==> config.mk <==
export PLATFORM = sky130hd
export DESIGN_NAME = bat_matcher
export DESIGN_NICKNAME = d
export VERILOG_FILES = /design/src/rtl/bat_pkg.sv /design/src/rtl/bat_ctrl.sv /design/src/rtl/bat_datapath.sv /design/src/rtl/bat_matcher.sv
export SDC_FILE = /design/constraint.sdc
export NUM_CORES = 1
export LEC_CHECK = 0
export BUFFER_PORTS_ARGS = -buffer_cell sky130_fd_sc_hd__buf_2
export CORE_MARGIN = 2
export CORE_UTILIZATION = 45
export DETAILED_ROUTE_END_ITERATION = 12
export PLACE_DENSITY_LB_ADDON = 0.05
export SLEW_MARGIN = 20
export SYNTH_ARGS = -nofsm -noshare
export SYNTH_HDL_FRONTEND = slang
export SYNTH_HIERARCHICAL = 1
export SYNTH_SLANG_ARGS = --single-unit
==> constraint.sdc <==
create_clock -name clk -period 3.82 [get_ports clk]
set_clock_uncertainty 0.05 [all_clocks]
set_input_delay 0.764 -clock clk [delete_from_list [all_inputs] [get_ports clk]]
set_output_delay 0.764 -clock clk [all_outputs]
set_load 0.01 [all_outputs]
==> src/rtl/bat_pkg.sv <==
package bat_pkg;

  typedef enum logic [1:0] {
    ACC_READ  = 2'd0,
    ACC_WRITE = 2'd1,
    ACC_FETCH = 2'd2,
    ACC_ALT   = 2'd3
  } accKind_e;

  localparam logic [1:0] RIGHTS_NONE = 2'b00;
  localparam logic [1:0] RIGHTS_ALL  = 2'b10;

  // Strobes from control to datapath
  typedef struct packed {
    logic       loadUpper;
    logic       loadLower;
    logic [7:0] pairIdx;
  } cfgStrobe_t;

endpackage

==> src/rtl/bat_ctrl.sv <==
module bat_ctrl
  import bat_pkg::*;
#(
  parameter int NUM_PAIRS = 4,
  localparam int IDX_W = (NUM_PAIRS > 1) ? $clog2(NUM_PAIRS) : 1
) (
  input  logic             wrEn,
  input  logic [IDX_W-1:0] wrIdx,
  input  logic             wrUpper,
  output cfgStrobe_t       strb
);

  logic inRange;

  always_comb begin
    inRange        = (32'(wrIdx) < NUM_PAIRS);
    strb.loadUpper = wrEn && wrUpper && inRange;
    strb.loadLower = wrEn && !wrUpper && inRange;
    strb.pairIdx   = 8'(wrIdx);
  end

endmodule

==> src/rtl/bat_datapath.sv <==
module bat_datapath
  import bat_pkg::*;
#(
  parameter int ADDR_W    = 32,
  parameter int NUM_PAIRS = 4,
  parameter int OFF_W     = 17,
  parameter int BL_W      = 11,
  localparam int PAGE_W = ADDR_W - OFF_W,
  localparam int IDX_W  = (NUM_PAIRS > 1) ? $clog2(NUM_PAIRS) : 1
) (
  input  logic              clk,
  input  logic              rstN,
  input  cfgStrobe_t        strb,
  input  logic [PAGE_W-1:0] wrBase,
  input  logic [BL_W-1:0]   wrLen,
  input  logic [1:0]        wrVal,
  input  logic [1:0]        wrProt,
  input  logic [ADDR_W-1:0] effAddr,
  input  logic [1:0]        accType,
  input  logic              userMode,
  output logic              hit,
  output logic [ADDR_W-1:0] realAddr,
  output logic              protFault
);

  logic [PAGE_W-1:0] effBaseQ [NUM_PAIRS];
  logic [BL_W-1:0]   lenQ     [NUM_PAIRS];
  logic [1:0]        valQ     [NUM_PAIRS];
  logic [PAGE_W-1:0] realBaseQ[NUM_PAIRS];
  logic [1:0]        rightsQ  [NUM_PAIRS];

  logic [ADDR_W-1:0]    offMask[NUM_PAIRS];
  logic [NUM_PAIRS-1:0] pairHit;

  always_ff @(posedge clk or negedge rstN) begin
    if (!rstN) begin
      for (int i = 0; i < NUM_PAIRS; i++) begin
        effBaseQ[i]  <= '0;
        lenQ[i]      <= '0;
        valQ[i]      <= '0;
        realBaseQ[i] <= '0;
        rightsQ[i]   <= '0;
      end
    end else begin
      for (int i = 0; i < NUM_PAIRS; i++) begin
        if (strb.loadUpper && strb.pairIdx == 8'(i)) begin
          effBaseQ[i] <= wrBase;
          lenQ[i]     <= wrLen;
          valQ[i]     <= wrVal;
        end
        if (strb.loadLower && strb.pairIdx == 8'(i)) begin
          realBaseQ[i] <= wrBase;
          rightsQ[i]   <= wrProt;
        end
      end
    end
  end

  for (genvar g = 0; g < NUM_PAIRS; g++) begin : g_pair
    logic modeOn;
    assign offMask[g]  = ADDR_W'({lenQ[g], {OFF_W{1'b1}}});
    assign modeOn      = userMode ? valQ[g][0] : valQ[g][1];
    assign pairHit[g]  = modeOn &&
                         ((effAddr & ~offMask[g]) == {effBaseQ[g], {OFF_W{1'b0}}});
  end

  logic [IDX_W-1:0] selIdx;
  logic [1:0]       selRights;

  always_comb begin
    selIdx = '0;
    for (int i = NUM_PAIRS - 1; i >= 0; i--) begin
      if (pairHit[i]) selIdx = IDX_W'(i);
    end
    selRights = rightsQ[selIdx];
    hit       = |pairHit;
    realAddr  = (effAddr & offMask[selIdx]) | {realBaseQ[selIdx], {OFF_W{1'b0}}};
    protFault = hit && ((selRights == RIGHTS_NONE) ||
                        ((accType == ACC_WRITE) && (selRights != RIGHTS_ALL)));
  end

endmodule

==> src/rtl/bat_matcher.sv <==
module bat_matcher
  import bat_pkg::*;
#(
  parameter int ADDR_W    = 32,
  parameter int NUM_PAIRS = 4,
  parameter int OFF_W     = 17,
  parameter int BL_W      = 11,
  localparam int PAGE_W = ADDR_W - OFF_W,
  localparam int IDX_W  = (NUM_PAIRS > 1) ? $clog2(NUM_PAIRS) : 1
) (
  input  logic              clk,
  input  logic              rstN,
  input  logic              wrEn,
  input  logic [IDX_W-1:0]  wrIdx,
  input  logic              wrUpper,
  input  logic [PAGE_W-1:0] wrBase,
  input  logic [BL_W-1:0]   wrLen,
  input  logic [1:0]        wrVal,
  input  logic [1:0]        wrProt,
  input  logic [ADDR_W-1:0] effAddr,
  input  logic [1:0]        accType,
  input  logic              userMode,
  output logic              hit,
  output logic [ADDR_W-1:0] realAddr,
  output logic              protFault
);

  cfgStrobe_t strb;

  bat_ctrl #(.NUM_PAIRS(NUM_PAIRS)) u_ctrl (
    .wrEn   (wrEn),
    .wrIdx  (wrIdx),
    .wrUpper(wrUpper),
    .strb   (strb)
  );

  bat_datapath #(
    .ADDR_W(ADDR_W), .NUM_PAIRS(NUM_PAIRS), .OFF_W(OFF_W), .BL_W(BL_W)
  ) u_dp (
    .clk      (clk),
    .rstN     (rstN),
    .strb     (strb),
    .wrBase   (wrBase),
    .wrLen    (wrLen),
    .wrVal    (wrVal),
    .wrProt   (wrProt),
    .effAddr  (effAddr),
    .accType  (accType),
    .userMode (userMode),
    .hit      (hit),
    .realAddr (realAddr),
    .protFault(protFault)
  );

endmodule

=== After elaboration in Yosys (flattened, before gate mapping) ===
Cells that the tools add are included.

* Register bits after elaboration: 180
* Output and inout port bits: 34
* Bits of input ports: 71
* Logic and storage cells: 79

* Order comparisons: 1
* Bitwise logic cells: 11
* Reduce and logical (&&, ||, !) cells: 21
* Mux-type cells: 17
* Eq/ne operators: 9

{| class="wikitable"
|+ Operator list
! operator !! number
|-
| $and A32 B32 Y32 || 5
|-
| $eq A32 B32 Y1 || 4
|-
| $not A28 Y32 || 4
|-
| $bmux W32 S2 || 1
|-
| $mux W32 || 2
|-
| $or A32 B32 Y32 || 1
|-
| $bmux W15 S2 || 1
|-
| $mux W15 || 2
|-
| $logic_and A1 B1 Y1 || 16
|-
| $mux W2 || 6
|-
| $logic_not A8 Y1 || 1
|-
| $bmux W2 S2 || 1
|-
| $eq A2 B1 Y1 const B || 2
|-
| $eq A2 B2 Y1 const B || 2
|-
| $mux W1 || 4
|-
| $reduce_or A4 Y1 || 1
|-
| $ge A3 B3 Y1 const B || 1
|-
| $not A2 Y3 || 1
|-
| $logic_not A2 Y1 || 1
|-
| $ne A2 B2 Y1 const B || 1
|-
| $logic_not A1 Y1 || 1
|-
| $logic_or A1 B1 Y1 || 1
|}

=== Logic depth before layout (Yosys ltp) ===
Gate-level depths: netlist (run 1).

* Depth after elaboration: 16
* Depth in mapped cells: 11
* Depth with buffers taken out: 9

=== By module ===
The synthesis (run 1) kept the hierarchy.

{| class="wikitable"
|+ By module, submodules not included
! module !! area each (um2) !! instances !! sequential area each (um2) !! cells an instance
|-
| bat_datapath || 9,029.9 || 1 || 4,504.3 || 680
|-
| bat_ctrl || 80.1 || 1 || 0.0 || 11
|}

=== Worst setup path before layout (run 1) ===
Ideal clock, no wire load.

* Kind: input-to-output
* Start point: in effAddr[19]
* End point: out realAddr[21]
* Stages on the path: 10
* Data required time: 3.006 ns
* Setup slack: 0.187 ns
* Path buffers: 2
* Arrival: 2.819 ns
* Cells stage by stage: nor2b_1 -> xnor2_1 -> nand4_1 -> or4_1 -> a21boi_4 -> buf_6 -> buf_6 -> mux2_4 -> a211oi_2 -> a21oi_1

* Word-level cells in the longest chain between the ends: 13
* Elaborated cells on any way between the ends: 25
* Classes of those cells: 4 x eq/ne; 10 x mux; 7 x bitwise; 4 x reduce/logical

{| class="wikitable"
|+ RTL lines
! what !! line !! source
|-
| start: declaration || bat_matcher.sv:20 || <nowiki>input logic [ADDR_W-1:0] effAddr,</nowiki>
|-
| $and A32 B32 Y32 || bat_datapath.sv:64 || <nowiki>((effAddr & ~offMask[g]) == {effBaseQ[g], {OFF_W{1'b0}}});</nowiki>
|-
| $eq A32 B32 Y1 || bat_datapath.sv:64 ||
|-
| $logic_and A1 B1 Y1 || bat_datapath.sv:63 || <nowiki>assign pairHit[g] = modeOn &&</nowiki>
|-
| $mux W2 (3 in series) || bat_datapath.sv:73 || <nowiki>if (pairHit[i]) selIdx = IDX_W'(i);</nowiki>
|-
| $mux W2 * || bat_datapath.sv:73 ||
|-
| $not A2 Y3 (implied by the code) * || bat_datapath.sv:77 || <nowiki>realAddr = (effAddr & offMask[selIdx]) | {realBaseQ[selIdx], {OFF_W{1'b0}}};</nowiki>
|-
| $bmux W32 S2 || bat_datapath.sv:77 ||
|-
| $mux W32 (implied by the code) (2 in series) || bat_datapath.sv:77 ||
|-
| $and A32 B32 Y32 || bat_datapath.sv:77 ||
|-
| $or A32 B32 Y32 * || bat_datapath.sv:77 ||
|-
| end: declaration || bat_matcher.sv:24 || <nowiki>output logic [ADDR_W-1:0] realAddr,</nowiki>
|}

Every way passes the cells marked *; elsewhere a longest branch is shown, timed or not. The select of a mux whose other input is x is not followed.

=== Final worst setup path (run 1) ===
* Start point: in effAddr[22]
* End point: out realAddr[19]

Same word-level chain as after synthesis.

==> results.tsv, run 1 <==
stage	metric	value	unit
layout	num-fill-cells	1689	
setup_path	cp.arrival	3.32	ns
synthesis	syn_area	9110	sq um
setup_path	crit_fanout	5	
synthesis	synth_cells	691	
clock_network	cts_buffers	17	
setup_path	worstPathRequired	3.01	ns
routing	ant_nets	0	
hold_path	worstHoldPathType	in2async	
layout	area_delta_synth_final	29.0	%
layout	final_cell_area	11800	sq um
synthesis	synth_top_area_share	49.4	%
routing	viasPerCell	5.29	
status	violations	negative setup slack	
setup_path	crit_family	simple AND/OR/NAND/NOR gates	
routing	drc	0	
place	dpl-instance-area	10100	sq um
clock_network	clk_pin_slew	0.07	ns
global_routing	antenna_found_initial	0	
synthesis	ys.flop_type	dfrtp_1	
setup_path	crit_chain	buf_4 -> nor2b_1 -> xnor2_1 -> nand4_1 -> nor4_4 -> nand2b_4 -> a21boi_4 -> buf_12 -> buf_12 -> buf_6 -> buf_6 -> mux2_4 -> a211oi_2 -> a21oi_1 -> buf_2	
power_and_ir_drop	p_leak	5.83	nW
place	io_buffer_count	70	
routing	routed_wirelength	22300	microns
synthesis	syn_avg_cell_area	13.2	sq um
timing	worstMarginPinSlew	0.734	ns
synthesis	synth_seq_cells	180	
global_routing	grt_max_degree	73	
timing	relSlewSlack	51.0	%
global_routing	grt_pass1_wl	35700	microns
floorplanning	pin_count	105	
global_routing	grt_usage	21.8	%
setup_path	cp.buffers_inverters	6	
routing	wl_per_cell	20.1	microns
run	maxCapViolCount	0	
layout	n_antenna_cell	0	
timing	hold_viol_final	0	
clock_network	clkLatencyLatePin	0.42	ns
synthesis	yosysTopAreaCell	dfrtp_1	
setup_path	endpoint_kind	primary output	
synthesis	synth_edf_count	0	
setup_path	slowest_delay	0.33	ns
layout	drive_gt1_share	60.7	%
routing	drtPass1Iterations	4	
timing	min_period_over_period	108	%
power_and_ir_drop	power_density	355	nW/um^2
synthesis	ys_top_cells_by_count	mux2_2, dfrtp_1, nor2b_1	
clock_network	cts_tree	done	
place	hpwl	15400	microns
floorplanning	die_w	146	microns
synthesis	yosys_warnings	6	
timing	maxSlewViolCount	0	
floorplanning	coreArea	20000	sq um
timing	min_period	4.14	ns
global_routing	grt_overflow_total	0	
layout	finalNetCount	899	
setup_path	worstSetupPathType	in2out	
clock_network	clkSinkCount	180	
setup_path	worstSetupStartpointType	input pin	
power_and_ir_drop	ir_drop	339	uV
floorplanning	start_util	45.5	%
global_routing	grt_pass1_vias	6380	
clock_network	cts_max_path_buffers	2	
status	outcome	finished, violations left	
synthesis	synth-seq-area-share	49.4	%
timing	fmax	0.242	GHz
timing	setup_viol	14	
synthesis	synthTopCellsByArea	dfrtp_1, mux2_2, xnor2_1	
floorplanning	fp-row-count	52	
power_and_ir_drop	power	4.17	mW
routing	num_vias	5871	
routing	drt_iter0_drc	273	
floorplanning	die_height	146	microns
place	gp_congestion	0.827	
synthesis	ys_types	37	
floorplanning	dieArea	21400	sq um
clock_network	root_buffer	clkbuf_16	
synthesis	async_reset_ff_share	100	%
setup_path	cp_slowest_cell	nor4_4	
clock_network	htreeDepth	4	
synthesis	synth_most_common_cell	mux2_2	
timing	rsz0062_at_grt	yes	
timing	setup_slack	-0.317	ns
## cells by family (layout without fill, tap and decap cells)
family / count (synthesis) / after routing / share of synthesized area (%)
DFF: 180 / 180 / 49.4
muxes: 232 / 232 / 28.9
AOI/OAI and AO/OA: 39 / 39 / 3.74
xor gates and xnor gates: 60 / 60 / 5.85
buffers and inverters: 51 / 195 / 3.58
other: 1 / 6 / 0.0412
and+or+nand+nor: 128 / 128 / 8.41
## registers in the layout, summed over array words and instances (netlist names)
| name | flops |
|---|---|
| u_dp/effBaseQ | 60 |
| u_dp/realBaseQ | 60 |
| u_dp/lenQ | 44 |
| u_dp/rightsQ | 8 |
| u_dp/valQ | 8 |
## cell type report
type                            instances  area, sq um  area share (%)
Clock buffer                           22          464            3.95
Clock inverter                          9          129            1.10
Multi-Input combinational cell        465         5000            42.5
Sequential cell                       180         4500            38.3
Tap cell                              270          338            2.87
Timing Repair Buffer                  164         1320            11.2
## metrics by stage
step | setup WS (ns) | util, % | setup TNS [ns] | instances | hold slack (ns)
after floorplan | 0.187 | - | 0 | 696 | 0.418
after global placement | -0.476 | 50.4 | -6.59 | 1059 | 0.434
after detailed placement | -0.455 | 50.4 | -6.25 | 1059 | 0.439
after CTS | -0.259 | 56.7 | -2.94 | 1104 | 0.229
after global routing | -0.488 | 58.7 | -5.74 | 1110 | 0.249
final | -0.317 | 58.7 | -3.25 | 1110 | 0.217
## layout by cell type, fill, tap and decap left out, types with 4 or more instances in the layout
cell type,instances
xor2_1,7
nand3_1,6
mux2_2,188
a211oi_2,11
buf_2,58
clkbuf_16,18
nor2_4,4
xnor2_1,18
nor2b_4,17
a221oi_2,10
mux2i_1,14
buf_4,66
buf_6,28
a21oi_1,13
nand2_1,9
nor2_2,5
conb_1,6
nor2b_2,11
dfrtp_1,180
mux2_1,6
nor2_1,4
buf_8,5
nor2b_1,26
xnor2_4,4
buf_12,6
xnor2_2,29
mux2_4,24
nand4_1,21
nor4_1,5
## timing repair
action                                  4_1_cts  5_1_grt
gates resized for setup                     115       69
pin swaps                                    27       30
gates cloned                                  0        1
endpoints found under the setup margin       16       16
endpoints found under the hold margin         0        0
hold buffers                                  0        0
setup buffers                                15        7
## power breakdown
group | leakage, nW | switching [mW] | total [mW] | internal, mW
clock network | 0.286 | 0.708 | 1.77 | 1.06
logic | 3.04 | 0.200 | 0.410 | 0.210
registers | 2.50 | 0.0401 | 2.00 | 1.96
## layer usage
| metal | vias to the layer above | part of all wire [%] | global-route usage (%) |
|---|---|---|---|
| met1 | 3007 | 45 | 28.3 |
| met5 | - | 0 | 0 |
| met3 | 47 | 2.4 | 3.88 |
| met4 | 0 | 2.9 | 8.54 |
| met2 | 92 | 49 | 36.5 |
| li1 | 2725 | - | - |
## worst paths after layout
| path | startpoint | endpoint | slack, ns | cells past startpoint |
|---|---|---|---|---|
| worst min register to register | u_dp/realBaseQ[21]$_DFFE_PN0P_ | u_dp/realBaseQ[21]$_DFFE_PN0P_ | 0.45 | 1 |
| worst min-delay path | rstN | u_dp/realBaseQ[45]$_DFFE_PN0P_ | 0.22 | 1 |
| worst max-delay path | effAddr[22] | realAddr[19] | -0.32 | 15 |
| worst max register to register | u_dp/lenQ[5]$_DFFE_PN0P_ | u_dp/lenQ[5]$_DFFE_PN0P_ | 2.93 | 1 |
| min in group clk | u_dp/realBaseQ[21]$_DFFE_PN0P_ | u_dp/realBaseQ[21]$_DFFE_PN0P_ | 0.45 | 1 |
| max in group asynchronous | rstN | u_dp/effBaseQ[58]$_DFFE_PN0P_ | 2.71 | 2 |
No activity file was read; power rests on OpenSTA's default activity.
==> run 2: changes to the inputs <==
--- a/config.mk
+++ b/config.mk
@@ -5,6 +5,7 @@
 export SDC_FILE = /design/constraint.sdc
 export NUM_CORES = 1
 export LEC_CHECK = 0
+export ABC_AREA = 1
 export BUFFER_PORTS_ARGS = -buffer_cell sky130_fd_sc_hd__buf_2
 export CORE_MARGIN = 2
 export CORE_UTILIZATION = 45
==> run 2 against run 1 <==
Compared with the run above: highest routed layer unchanged; largest power group unchanged; the flow now finishes without violations; clock power is 5% lower; power is 5.2% lower; register-to-register slack better by 0.08 ns; hold slack better by 0.12 ns; via count is 22% higher; critical path depth stayed put.
==> results.tsv, run 2 <==
stage	metric	value	unit	change
synthesis	yosysTopAreaCell	dfrtp_1		
timing	rsz0062_at_grt	no		
synthesis	syn_area	8890	sq um	-2.4%
power_and_ir_drop	ir_drop	271	uV	-20%
floorplanning	coreArea	19400	sq um	-3.2%
place	io_buffer_count	70		unchanged
clock_network	ctsResizeCount	0		-100%
status	outcome	complete, no violations		
clock_network	htreeDepth	4		unchanged
clock_network	cts_buffers	17		unchanged
setup_path	endpoint_kind	primary output		
timing	fin_tns_setup	0	ns	+3.25 ns
setup_path	cp.buffers_inverters	4		-2
timing	relSlewSlack	32.2	%	-19 points
layout	drive_gt1_share	13.5	%	-47 points
power_and_ir_drop	p_leak	4.76	nW	-18%
synthesis	async_reset_ff_share	100	%	unchanged
floorplanning	pin_count	105		unchanged
clock_network	hold_buffers	0		unchanged
setup_path	worstSetupStartpointType	input pin		
setup_path	reg2reg_from	u_dp/lenQ[1]$_DFFE_PN0P_		
synthesis	synth_cells	1111		+61%
synthesis	synth_most_common_cell	nand2_1		
setup_path	reg2reg_depth	2		+1
layout	layout_commonest_cell	nand2_1		
clock_network	post_cts_buffers	0		-15
clock_network	clkSinkCount	180		unchanged
routing	viasPerCell	5.00		-5.4%
setup_path	crit_chain	buf_2 -> inv_2 -> o21ai_1 -> o21ai_1 -> nor2_1 -> nand2_1 -> nor2_1 -> nand2_2 -> nand2_4 -> nand2_4 -> buf_12 -> o21ai_0 -> a21oi_1 -> or2_1 -> buf_2		
timing	worstMarginPinSlew	1.01	ns	+0.280 ns
layout	fin_util	51.4	%	-7.3 points
place	hpwl	16600	microns	+8.1%
routing	ant_nets	0		unchanged
timing	setup_viol	0		-14
floorplanning	start_util	45.8	%	+0.35 points
clock_network	root_buffer	clkbuf_16		
setup_path	slowest_delay	0.26	ns	-0.07 ns
layout	finalNetCount	1223		+36%
hold_path	worstHoldPathType	in2async		
global_routing	grt_pass1_wl	37700	microns	+5.6%
layout	final_cell_mix	nand2_1, o21ai_0, dfrtp_1		
timing	fmax	0.273	GHz	+13%
timing	hold_viol_final	0		unchanged
routing	drtPass1Iterations	7		+3
routing	drc	0		unchanged
clock_network	cts_tree	done		
global_routing	grtUsageMet3	4.47	%	+0.60 points
clock_network	clkLatencyLatePin	0.43	ns	about the same
timing	min_period_over_period	95.8	%	-13 points
floorplanning	fp-row-count	51		-1.9%
synthesis	ys_types	37		unchanged
floorplanning	dieArea	20900	sq um	-2.4%
synthesis	synthTopCellsByArea	dfrtp_1, nand2_1, o21ai_0		
setup_path	rrSetupSlack	3.01	ns	+0.08 ns
routing	wl_per_cell	17.0	microns	-16%
routing	drt_iter0_drc	413		+51%
synthesis	synth_edf_count	0		unchanged
clock_network	clk_pin_slew	0.07	ns	about the same
global_routing	grt_pass1_vias	6801		+6.6%
global_routing	grt_overflow_total	0		unchanged
global_routing	met1_usage	32.7	%	+4.4 points
power_and_ir_drop	power_density	397	nW/um^2	+12%
synthesis	ys.flop_type	dfrtp_1		
synthesis	synth_top_area_share	50.7	%	+1.2 points
global_routing	grt.busiest_layer	met2		
setup_path	timing.rr.end	u_dp/lenQ[1]$_DFFE_PN0P_		
synthesis	synth_seq_cells	180		unchanged
routing	routed_wirelength	24300	microns	+8.6%
synthesis	synth-seq-area-share	50.7	%	+1.2 points
layout	area_delta_synth_final	12.1	%	
setup_path	crit_family	simple AND/OR/NAND/NOR gates		
routing	num_vias	7153		+22%
layout	n_antenna_cell	0		unchanged
setup_path	worstSetupPathType	in2out		
global_routing	grt_max_degree	88		+21%
run	maxCapViolCount	0		unchanged
global_routing	grt_usage	24.3	%	+2.6 points
floorplanning	die_w	145	microns	-1.2%
timing	whs	0.340	ns	+0.124 ns
place	gp_congestion	0.833		+0.73%
layout	reg_top3	u_dp/effBaseQ: 60 flops, u_dp/realBaseQ: 60 flops, u_dp/lenQ: 44 flops		
timing	maxSlewViolCount	0		unchanged
synthesis	ys_top_cells_by_count	nand2_1, o21ai_0, dfrtp_1		
global_routing	antenna_found_initial	0		unchanged
synthesis	syn_avg_cell_area	8.00	sq um	-39%
setup_path	cp_slowest_cell	o21ai_1		
global_routing	met2_usage	41.4	%	+5.0 points
synthesis	yosys_warnings	6		unchanged
setup_path	worstPathRequired	3.01	ns	about the same
clock_network	cts_max_path_buffers	2		unchanged
timing	min_period	3.66	ns	-0.479 ns
setup_path	cp.arrival	2.84	ns	-0.48 ns
setup_path	crit_fanout	24		+19
floorplanning	die_height	145	microns	-1.2%
[run 2: metal layers]
| metal | vias up | share of wire (%) |
|---|---|---|
| met4 | 0 | 1.3 |
| li1 | 3651 | - |
| met1 | 3325 | 46 |
| met3 | 19 | 4.2 |
| met2 | 158 | 48 |
| met5 | - | 0 |
[run 2: cell type report]
cell class | count | area (sq um)
repair buffers | 91 | 579
clock buffers | 18 | 439
multi-input cells | 755 | 3590
well taps | 265 | 332
inverters | 107 | 402
fillers | 1998 | 9430
clock inverters | 14 | 119
flip-flops and latches | 180 | 4500
[run 2: stage by stage]
stage	std cells	power (mW)	cell area, sq um	worst slack, ns
2_1_floorplan	1116	2.19	8910	0.763
6_report	1430	3.95	9970	0.162
5_1_grt	1430	4.11	9970	0.000863
4_1_cts	1430	4.00	9960	0.0404
3_3_place_gp	1398	2.32	9400	0.0737
3_5_place_dp	1398	2.32	9400	0.0554
[run 2: power breakdown]
group | switching, mW | total, mW | leakage (nW) | internal (mW)
sequential | 0.0366 | 1.99 | 2.50 | 1.96
combinational | 0.187 | 0.285 | 1.99 | 0.0975
clock | 0.806 | 1.68 | 0.269 | 0.871
[run 2: worst max path at each step]
stage	start	endpoint	slack (ns)	cells past startpoint
after floorplan	effAddr[29]	realAddr[23]	0.76	17
after global placement	userMode	realAddr[17]	0.07	14
after detailed placement	userMode	realAddr[18]	0.06	14
after CTS	userMode	realAddr[17]	0.04	14
after global routing	effAddr[19]	realAddr[24]	0.0009	17
final	effAddr[22]	realAddr[17]	0.16	15
[run 2: kinds of logic (layout without fill, tap and decap cells)]
logic type	Yosys count	after routing	synth area share, %
buf+inv	181	230	9.32
compound gates	314	314	18.6
flops	180	180	50.7
simple gates	417	417	19.6
other cells	1	6	0.0422
xor+xnor	18	18	1.77
==> run 3: changes to the inputs <==
--- a/config.mk
+++ b/config.mk
@@ -11,6 +11,7 @@
 export CORE_UTILIZATION = 45
 export DETAILED_ROUTE_END_ITERATION = 12
 export PLACE_DENSITY_LB_ADDON = 0.05
+export RECOVER_POWER = 100
 export SLEW_MARGIN = 20
 export SYNTH_ARGS = -nofsm -noshare
 export SYNTH_HDL_FRONTEND = slang
==> run 3 against run 2 <==
Compared with the run above: via count about the same; worst setup slack got worse by 0.016 ns; non-clock buffer count unchanged; critical path depth unchanged; die area unchanged; the flow now finishes with violations (max-capacitance violations, max-slew violations); core utilization decreased by 0.32 points; largest power group unchanged; register-to-register slack got worse by 0.06 ns; first-iteration DRC count increased by 2.7%; combinational power about the same; flip-flop and latch count unchanged; clock-buffer cell count unchanged; power about the same.
==> results.tsv, run 3 (synthesized netlist as in run 2, its figures left out) <==
stage	metric	value	unit	change
setup_path	crit_fanout	18		-25%
setup_path	worstSetupPathType	in2out		
setup_path	reg2reg_depth	2		unchanged
global_routing	grt_pass1_vias	6801		unchanged
place	gp_congestion	0.833		unchanged
layout	reg_top3	u_dp/effBaseQ: 60 flops, u_dp/realBaseQ: 60 flops, u_dp/lenQ: 44 flops		
setup_path	cp.arrival	2.86	ns	+0.02 ns
global_routing	grt_usage	24.3	%	unchanged
clock_network	cts_buffers	17		unchanged
power_and_ir_drop	pwr-share-seq	50.4	%	about the same
clock_network	htreeDepth	4		unchanged
floorplanning	coreArea	19400	sq um	unchanged
setup_path	timing.rr.end	u_dp/lenQ[1]$_DFFE_PN0P_		
hold_path	hold_end	u_dp/realBaseQ[40]$_DFFE_PN0P_		
routing	num_vias	7154		+0.014%
routing	wl_per_cell	16.9	microns	-0.31%
setup_path	worstSetupStartpointType	input pin		
routing	highest_layer	met4		
power_and_ir_drop	power_density	399	nW/um^2	+0.53%
routing	met1_length	11300	microns	+0.65%
layout	finalNetCount	1223		unchanged
timing	fmax	0.272	GHz	-0.43%
layout	final_cell_area	9900	sq um	-0.62%
clock_network	post_cts_buffers	0		unchanged
hold_path	worstHoldStart	u_dp/realBaseQ[40]$_DFFE_PN0P_		
routing	wl_met2	11700	microns	+0.62%
setup_path	reg2reg_from	u_dp/lenQ[1]$_DFFE_PN0P_		
layout	final_cell_mix	nand2_1, o21ai_0, dfrtp_1		
hold_path	min_path_cells	2		
setup_path	worstPathRequired	3.01	ns	about the same
routing	drt_iter0_drc	424		+2.7%
layout	layout_commonest_cell	nand2_1		
routing	wl_met3	860	microns	-16%
place	dpl-instance-area	9400	sq um	unchanged
hold_path	worstHoldPathType	reg2reg		
floorplanning	die_height	145	microns	unchanged
clock_network	clkSinkCount	180		unchanged
timing	maxSlewViolCount	214		+214
global_routing	grt_pass1_wl	37700	microns	unchanged
floorplanning	pin_count	105		unchanged
global_routing	grt_overflow_total	0		unchanged
routing	drtPass1Iterations	4		-3
timing	min_period	3.67	ns	+0.0156 ns
power_and_ir_drop	combPwrFrac	7.1	%	about the same
power_and_ir_drop	internal_power	2.92	mW	about the same
power_and_ir_drop	clockPowerShare	42.4	%	about the same
routing	drc	0		unchanged
clock_network	clk_pin_slew	0.07	ns	about the same
timing	setup_viol	0		unchanged
layout	area_delta_synth_final	11.4	%	
layout	num-fill-cells	2013		+0.75%
status	outcome	finished, violations left		
timing	min_period_over_period	96.2	%	+0.41 points
setup_path	rrSetupSlack	2.95	ns	-0.06 ns
power_and_ir_drop	p_leak	4.71	nW	-0.99%
status	violations	max-capacitance violations, max-slew violations		
timing	fin_tns_setup	0	ns	unchanged
routing	routed_wirelength	24200	microns	-0.31%
clock_network	root_buffer	clkbuf_16		
timing	worstMarginPinSlew	2.21	ns	+1.20 ns
power_and_ir_drop	swShare	26.0	%	about the same
clock_network	cts_max_path_buffers	2		unchanged
global_routing	grt_max_degree	88		unchanged
clock_network	clkLatencyLatePin	0.43	ns	about the same
timing	rsz0062_at_grt	no		
global_routing	antenna_found_initial	0		unchanged
routing	viasPerCell	5.00		about the same
routing	ant_nets	0		unchanged
layout	drive_gt1_share	12.4	%	-1.0 points
timing	relSlewSlack	-47.4	%	-80 points
place	io_buffer_count	70		unchanged
clock_network	hold_buffers	0		unchanged
power_and_ir_drop	p_switching	1.03	mW	-0.17%
power_and_ir_drop	ir_drop	271	uV	about the same
floorplanning	fp-row-count	51		unchanged
clock_network	cts_tree	done		
place	hpwl	16600	microns	unchanged
timing	hold_viol_final	0		unchanged
floorplanning	start_util	45.8	%	unchanged
setup_path	endpoint_kind	primary output		
run	maxCapViolCount	4		+4
clock_network	ctsResizeCount	0		unchanged
layout	n_antenna_cell	0		unchanged
floorplanning	die_w	145	microns	unchanged
floorplanning	dieArea	20900	sq um	unchanged
-- run 3: cell count changes in the layout (fill, tap and decap cells not counted) --
cell / change
buf_12: -1
clkbuf_2: +6
nand2_1: +2
buf_2: -6
clkbuf_8: -1
clkbuf_4: +1
clkbuf_1: +10
buf_4: -9
nand2_2: -2
-- run 3: power by group through the flow --
stage          sequential [mW]  combinational (mW)  clock, mW
2_1_floorplan             2.02               0.174          0
3_3_place_gp              2.03               0.288          0
3_5_place_dp              2.03               0.289          0
4_1_cts                   1.99               0.290       1.72
5_1_grt                   2.00               0.326       1.79
6_report                  1.99               0.282       1.68
-- run 3: critical path, cell delays in order --
cell	delay, ns
clkbuf_2	0.15
inv_2	0.08
o21ai_1	0.25
o21ai_1	0.11
nor2_1	0.10
nand2_1	0.06
nor2_1	0.14
nand2_2	0.11
nand2_4	0.10
nand2_4	0.15
buf_4	0.24
o21ai_0	0.17
a21oi_1	0.05
or2_1	0.23
buf_2	0.14
-- run 3: how the worst max path moves through the flow --
stage | slack (ns) | cells past startpoint | from | to
after detailed placement | 0.06 | 14 | userMode | realAddr[18]
after global placement | 0.07 | 14 | userMode | realAddr[17]
after floorplan | 0.76 | 17 | effAddr[29] | realAddr[23]
after global routing | 0.0009 | 17 | effAddr[19] | realAddr[24]
after CTS | 0.04 | 14 | userMode | realAddr[17]
final | 0.15 | 15 | effAddr[22] | realAddr[25]
-- run 3: area by class of cell --
cell class                      count  area [sq um]  area share [%]
Clock buffer                       18           439            4.43
Clock inverter                     14           119            1.20
Inverter                          107           402            4.06
Multi-Input combinational cell    755          3590            36.2
Sequential cell                   180          4500            45.5
Tap cell                          265           332            3.35
Timing Repair Buffer               91           523            5.28
-- run 3: stage by stage --
stage | cells | hold WS, ns | util [%] | power (mW) | worst slack (ns)
finish | 1430 | 0.429 | 51.1 | 3.95 | 0.146
global route | 1430 | 0.458 | 51.1 | 4.11 | 0.000870
CTS | 1430 | 0.367 | 51.3 | 4.00 | 0.0404
detailed placement | 1398 | 0.418 | 48.5 | 2.32 | 0.0554
global placement | 1398 | 0.411 | 48.5 | 2.32 | 0.0737
floorplan | 1116 | 0.397 | - | 2.19 | 0.763
-- run 3: per-layer routing --
layer	vias up	track usage (%)
li1	3653	-
met1	3345	32.7
met2	139	41.4
met3	17	4.47
met4	0	4.96
met5	-	0
